File: src/rtl/adc_seq_pkg.sv
package adc_seq_pkg;

    typedef enum logic [2:0] {
        ST_IDLE,
        ST_SETUP,
        ST_WRITE,
        ST_GAP,
        ST_WAITI,
        ST_READ,
        ST_HOLD
    } seq_state_e;

    function automatic int max_of6(input int a, input int b, input int c,
                                   input int d, input int e, input int f);
        int m;
        m = a;
        if (b > m) m = b;
        if (c > m) m = c;
        if (d > m) m = d;
        if (e > m) m = e;
        if (f > m) m = f;
        return m;
    endfunction

endpackage

File: src/rtl/adc_sync2.sv
module adc_sync2 #(
    parameter int  STAGES    = 2,
    parameter bit  RESET_VAL = 1'b1
) (
    input  logic clk,
    input  logic rst_n,
    input  logic d,
    output logic q
);
    logic [STAGES-1:0] chain_q;

    always_ff @(posedge clk or negedge rst_n) begin
        if (!rst_n) chain_q <= {STAGES{RESET_VAL}};
        else        chain_q <= {chain_q[STAGES-2:0], d};
    end

    assign q = chain_q[STAGES-1];
endmodule

File: src/rtl/adc_acq_guard.sv
module adc_acq_guard #(
    parameter int ACQ_CYC = 40
) (
    input  logic clk,
    input  logic rst_n,
    input  logic int_n_s,
    output logic acq_ok
);
    localparam int AW = $clog2(ACQ_CYC + 1);

    typedef struct packed {
        logic          prev;
        logic [AW-1:0] cnt;
    } guard_t;

    guard_t g_d, g_q;
    logic   fall;

    always_comb begin
        g_d      = g_q;
        fall     = g_q.prev && !int_n_s;
        g_d.prev = int_n_s;
        if (fall)                 g_d.cnt = AW'(ACQ_CYC);
        else if (g_q.cnt != '0)   g_d.cnt = g_q.cnt - AW'(1);
        acq_ok   = (g_q.cnt == '0) && !fall;
    end

    always_ff @(posedge clk or negedge rst_n) begin
        if (!rst_n) g_q <= '{prev: 1'b1, cnt: '0};
        else        g_q <= g_d;
    end
endmodule

File: src/rtl/adc_seq_ctrl.sv
module adc_seq_ctrl
    import adc_seq_pkg::*;
#(
    parameter int ADDR_W   = 3,
    parameter int DATA_W   = 8,
    parameter int WR_CYC   = 20,
    parameter int RDLY_CYC = 6,
    parameter int ACC_CYC  = 40,
    parameter int CSS_CYC  = 2,
    parameter int CSH_CYC  = 2,
    parameter int ACQ_CYC  = 40,
    parameter int TMO_CYC  = 400
) (
    input  logic              clk,
    input  logic              rst_n,
    input  logic              req_valid,
    output logic              req_ready,
    input  logic [ADDR_W-1:0] req_chan,
    input  logic              req_early,
    output logic              smp_valid,
    output logic [DATA_W-1:0] smp_data,
    output logic              smp_err,
    output logic              adc_cs_n,
    output logic              adc_wr_n,
    output logic              adc_rd_n,
    output logic [ADDR_W-1:0] adc_addr,
    input  logic              adc_int_n,
    input  logic [DATA_W-1:0] adc_data
);
    localparam int CNT_MAX = max_of6(WR_CYC, RDLY_CYC, ACC_CYC, CSS_CYC, CSH_CYC, TMO_CYC);
    localparam int CNT_W   = $clog2(CNT_MAX + 1);

    typedef struct packed {
        seq_state_e        st;
        logic [CNT_W-1:0]  cnt;
        logic [ADDR_W-1:0] addr;
        logic              early;
        logic              cs_n;
        logic              wr_n;
        logic              rd_n;
        logic              ready;
        logic              valid;
        logic              err;
        logic [DATA_W-1:0] data;
    } seq_regs_t;

    seq_regs_t r_d, r_q;
    logic      int_n_s;
    logic      acq_ok;

    adc_sync2 #(.STAGES(2), .RESET_VAL(1'b1)) u_int_sync (
        .clk   (clk),
        .rst_n (rst_n),
        .d     (adc_int_n),
        .q     (int_n_s)
    );

    adc_acq_guard #(.ACQ_CYC(ACQ_CYC)) u_acq_guard (
        .clk     (clk),
        .rst_n   (rst_n),
        .int_n_s (int_n_s),
        .acq_ok  (acq_ok)
    );

    always_comb begin
        r_d       = r_q;
        r_d.valid = 1'b0;
        r_d.err   = 1'b0;
        unique case (r_q.st)
            ST_IDLE: begin
                if (req_valid) begin
                    r_d.st    = ST_SETUP;
                    r_d.addr  = req_chan;
                    r_d.early = req_early;
                    r_d.cnt   = CNT_W'(CSS_CYC - 1);
                end
            end
            ST_SETUP: begin
                if (r_q.cnt != '0) begin
                    r_d.cnt = r_q.cnt - CNT_W'(1);
                end else if (acq_ok) begin
                    r_d.st  = ST_WRITE;
                    r_d.cnt = CNT_W'(WR_CYC - 1);
                end
            end
            ST_WRITE: begin
                if (r_q.cnt != '0) begin
                    r_d.cnt = r_q.cnt - CNT_W'(1);
                end else if (r_q.early) begin
                    r_d.st  = ST_GAP;
                    r_d.cnt = CNT_W'(RDLY_CYC - 1);
                end else begin
                    r_d.st  = ST_WAITI;
                    r_d.cnt = CNT_W'(TMO_CYC - 1);
                end
            end
            ST_GAP: begin
                if (r_q.cnt != '0) begin
                    r_d.cnt = r_q.cnt - CNT_W'(1);
                end else begin
                    r_d.st  = ST_READ;
                    r_d.cnt = CNT_W'(ACC_CYC - 1);
                end
            end
            ST_WAITI: begin
                if (!int_n_s) begin
                    r_d.st  = ST_READ;
                    r_d.cnt = CNT_W'(ACC_CYC - 1);
                end else if (r_q.cnt != '0) begin
                    r_d.cnt = r_q.cnt - CNT_W'(1);
                end else begin
                    r_d.err = 1'b1;
                    r_d.st  = ST_HOLD;
                    r_d.cnt = CNT_W'(CSH_CYC - 1);
                end
            end
            ST_READ: begin
                if (r_q.cnt != '0) begin
                    r_d.cnt = r_q.cnt - CNT_W'(1);
                end else begin
                    r_d.data  = adc_data;
                    r_d.valid = 1'b1;
                    r_d.st    = ST_HOLD;
                    r_d.cnt   = CNT_W'(CSH_CYC - 1);
                end
            end
            ST_HOLD: begin
                if (r_q.cnt != '0) r_d.cnt = r_q.cnt - CNT_W'(1);
                else               r_d.st  = ST_IDLE;
            end
            default: r_d.st = ST_IDLE;
        endcase
        r_d.cs_n  = (r_d.st == ST_IDLE);
        r_d.ready = (r_d.st == ST_IDLE);
        r_d.wr_n  = (r_d.st != ST_WRITE);
        r_d.rd_n  = (r_d.st != ST_READ);
    end

    always_ff @(posedge clk or negedge rst_n) begin
        if (!rst_n) begin
            r_q       <= '0;
            r_q.st    <= ST_IDLE;
            r_q.cs_n  <= 1'b1;
            r_q.wr_n  <= 1'b1;
            r_q.rd_n  <= 1'b1;
            r_q.ready <= 1'b1;
        end else begin
            r_q <= r_d;
        end
    end

    assign req_ready = r_q.ready;
    assign smp_valid = r_q.valid;
    assign smp_data  = r_q.data;
    assign smp_err   = r_q.err;
    assign adc_cs_n  = r_q.cs_n;
    assign adc_wr_n  = r_q.wr_n;
    assign adc_rd_n  = r_q.rd_n;
    assign adc_addr  = r_q.addr;
endmodule

File: config.mk
export PLATFORM = sky130hd
export DESIGN_NAME = adc_seq_ctrl
export DESIGN_NICKNAME = d
export VERILOG_FILES = /design/src/rtl/adc_seq_pkg.sv /design/src/rtl/adc_sync2.sv /design/src/rtl/adc_acq_guard.sv /design/src/rtl/adc_seq_ctrl.sv
export SDC_FILE = /design/constraint.sdc
export NUM_CORES = 1
export LEC_CHECK = 0
export ABC_AREA = 1
export ABC_CLOCK_PERIOD_IN_PS = 2009
export BUFFER_PORTS_ARGS = -buffer_cell sky130_fd_sc_hd__buf_2
export CAP_MARGIN = 30
export CORE_ASPECT_RATIO = 0.6
export CORE_MARGIN = 2
export CORE_UTILIZATION = 40
export CTS_CLUSTER_DIAMETER = 100
export DETAILED_ROUTE_END_ITERATION = 6
export SYNTH_ARGS = -nofsm -noshare
export SYNTH_HDL_FRONTEND = slang
export SYNTH_SLANG_ARGS = --single-unit
File: constraint.sdc
create_clock -name clk -period 2.01 [get_ports clk]
set_input_delay 0 -clock clk [delete_from_list [all_inputs] [get_ports clk]]
set_output_delay 0 -clock clk [all_outputs]
set_load 0.01 [all_outputs]
==> impl_metrics.py <==
metrics = {
    "logic_synthesis": {
        "ys_async_sr_fraction_pct": 100,
        "syn_inst": 280,
        "ys.flop_type": "dfrtp_1",
        "yosysMostFrequentCell": "nand2_1",
        "synthTopCellsByCount": "nand2_1 (95), dfrtp_1 (32), inv_1 (30)",
        "synth_area_um2": 2150,
        "synth-edff-count": 0,
        "ys_warn_count": 0,
        "yosysSeqAreaShare_pct": 44.7,
        "synth_largest_area_cell": "dfrtp_1",
        "synth_top_area_share_pct": 37.3,
        "synth.distinct_cells": 32,
        "ys_ff_latch": 38,
        "syn_area_per_cell_um2": 7.66,
        "syn_nets": 298,
        "synth_area_leaders": "dfrtp_1 (37%), nand2_1 (17%), dfstp_2 (7.3%)",
    },
    "drt": {
        "dr.pass1.iters": 5,
        "avgViaCountPerCell": 4.75,
        "drc": 0,
        "antenna_left": 0,
        "drt_wl_total_um": 4870,
        "wl_per_cell_um": 12.4,
        "drt-initial-drc-count": 174,
        "num_vias": 1856,
    },
    "placement": {
        "dp_hpwl_um": 3630,
        "place_inst": 368,
        "place_area_um2": 2310,
        "io_buffers": 32,
        "place.gp.congestion": 0.981,
    },
    "timing": {
        "slew_headroom_pct": 46.1,
        "worst_pin_slew_ns": 0.809,
        "maxSlewViolCount": 0,
        "setup_viol": 0,
        "fin_crit_sh_pct": 91.8,
        "finClkSkew_ns": 0.00417,
        "hold_viol": 0,
        "tns_ns": 0,
        "max_freq_mhz": 542,
        "period_minus_slack_ns": 1.85,
    },
    "job": {
        "maxCapViolations": 0,
    },
    "cts": {
        "clock_path_buffers": 2,
        "cts.sinks": 38,
        "clk_latency_ns": 0.29,
        "cts-root-buf": "clkbuf_8",
        "cts_buffers": 5,
        "cts_tree": "done",
        "cts.htree.levels": 2,
        "cts.reportedPaths.clkPinSlew_ns": 0.08,
    },
    "critical_path": {
        "worstRegToRegCells": 13,
        "max_stage_delay_ns": 0.40,
        "cp_common_cell": "nand2_2",
        "path_buf_inv": 4,
        "rr_startpoint": "r_q[18]",
        "cpLargestDelayFamily": "simple AND/OR/NAND/NOR gates",
        "cp.arrival_ns": 2.06,
        "start_kind": "flip-flop",
        "reg2reg_to": "r_q[24]",
        "crit_chain": "inv_1 > ha_4 > nand2_2 > nor2_2 > nand3_4 > inv_6 > nand2_2 > nand2_2 > inv_2 > nand2_2 > buf_4 > nand2_1 > o21ai_1",
        "crit_type": "flip-flop to flip-flop",
        "crit_required_ns": 2.23,
        "worstPathMaxFanout": 9,
        "r2r_slack_ns": 0.16,
        "setup.worst_path.end_class": "flip-flop",
        "cp_slowest_cell": "dfrtp_1",
    },
    "die": {
        "start_util_pct": 42.0,
        "die_h_um": 60.7,
        "core_um2": 5100,
        "num_rows": 20,
        "io_pins": 33,
        "die_w_um": 98.6,
        "dieArea_um2": 5990,
    },
    "power": {
        "powerDensity_nw_per_um2": 714,
        "p_leak_nw": 1.37,
        "ir_drop_mv": 0.464,
        "finalPower_mw": 1.87,
    },
    "worst_hold_path": {
        "min_path_cells": 4,
        "hold_end": "req_ready",
        "worstHoldStart": "req_valid",
        "hold_path.class": "primary input to flip-flop",
    },
    "grt": {
        "first_global_vias": 1690,
        "grt_max_degree": 39,
        "grt_pass1_wl_um": 7950,
        "gr-usage-all-layers_pct": 17.3,
        "grt_antenna_before_repair": 0,
        "grt_overflow_total": 0,
    },
    "cells_and_area": {
        "drive_above_1_share_pct": 24.9,
        "stdcell_area_um2": 2620,
        "finalNonFillerCells": 391,
        "n_antenna_cell": 0,
        "final_nets": 342,
        "synthToLayoutAreaGrowth_pct": 21.9,
    },
    "status": {
        "status": "complete, no violations",
    },
}
==> routing by layer <==
metal / up-vias / GRT usage (%) / wire length (µm) / share of wire [%]
met5: - / 0 / 0 / 0
met4: 0 / 4.70 / 46 / 0.95
met3: 6 / 6.22 / 439 / 9.0
met2: 71 / 22.4 / 1790 / 37
met1: 822 / 26.7 / 2600 / 53
li1: 957 / - / - / -
==> sequential cells by signal, indices dropped and copies added (netlist names) <==
name                count
adc_addr                3
adc_rd_n                1
adc_wr_n                1
r_q                    13
req_ready               1
smp_data                8
smp_err                 1
smp_valid               1
u_acq_guard.g_q         7
u_int_sync.chain_q      2
==> per-stage QoR <==
stage | hold slack, ns | utilization (%) | setup WS, ns
2_1_floorplan | -0.296 | - | 0.383
3_3_place_gp | 0.105 | 45.2 | 0.165
3_5_place_dp | 0.106 | 45.2 | 0.161
4_1_cts | 0.00701 | 50.7 | 0.124
5_1_grt | 0.0494 | 51.2 | -0.0242
6_report | 0.0121 | 51.2 | 0.165
==> layout make-up <==
type                       count  area [µm²]
fill                         495        2490
inverter                      36         140
clock inverter                 3        68.8
multi-input combinational    191         952
timing repair buffer          52         345
clock buffer                   5        68.8
sequential                    38         958
tap                           66        82.6
==> what timing repair did <==
action / 4_1_cts / 5_1_grt
hold buffers: 14 / 0
hold endpoints to repair: 45 / 0
setup endpoints to repair: 0 / 11
setup buffers: 0 / 1
gates resized for setup: 0 / 6
==> cells in the final DEF (no fill, tap or decap), types with 4 or more instances in the layout <==
cell           Yosys  final
nand2_2            6      6
o21ai_0            9      9
nand3_1           24     23
xor2_1             4      4
a21oi_1            5      5
mux2_2             4      4
nor2_1            18     17
dfstp_2            6      6
buf_2              1     32
nand2_1           95     95
inv_1             30     29
o21ai_1            4      4
buf_4             12      6
clkbuf_8           0      5
dfrtp_1           32     32
dlygate4sd3_1      0     14
nor2_2             5      6
inv_2              5      6
==> worst min-delay path: cells and delay by family <==
family / cells / cell delay, ns
buf+inv: 2 / 0.16
compound gates: 1 / 0.08
simple gates: 1 / 0.06
==> kinds of logic (layout without fill, tap and decap cells) <==
group / Yosys count / in the layout / share of synthesized area (%)
AO/OA/AOI/OAI: 24 / 24 / 6.18
XOR/XNOR: 4 / 4 / 1.63
multiplexers: 4 / 4 / 2.10
buffers and inverters: 51 / 96 / 11.9
flip-flops: 38 / 38 / 44.7
AND/OR/NAND/NOR: 157 / 157 / 32.4
adder cells (fa/ha/maj): 2 / 2 / 1.17
==> how the worst max path moves through the flow <==
stage | from | depth (start not counted) | to
floorplan | r_q[18] | 14 | r_q[19]
global placement | u_acq_guard.g_q[0] | 13 | r_q[18]
finish | r_q[18] | 13 | r_q[24]
global route | u_acq_guard.g_q[0] | 13 | r_q[18]
CTS | r_q[18] | 13 | r_q[24]
detailed placement | r_q[18] | 13 | r_q[24]
==> report_power, final <==
group / switching, mW / internal, mW / leakage, nW / total [mW]
Sequential: 0.0329 / 0.821 / 0.420 / 0.854
Combinational: 0.142 / 0.0977 / 0.878 / 0.240
Clock: 0.277 / 0.497 / 0.0683 / 0.774
Note: power is estimated with default switching activity, not from simulation.
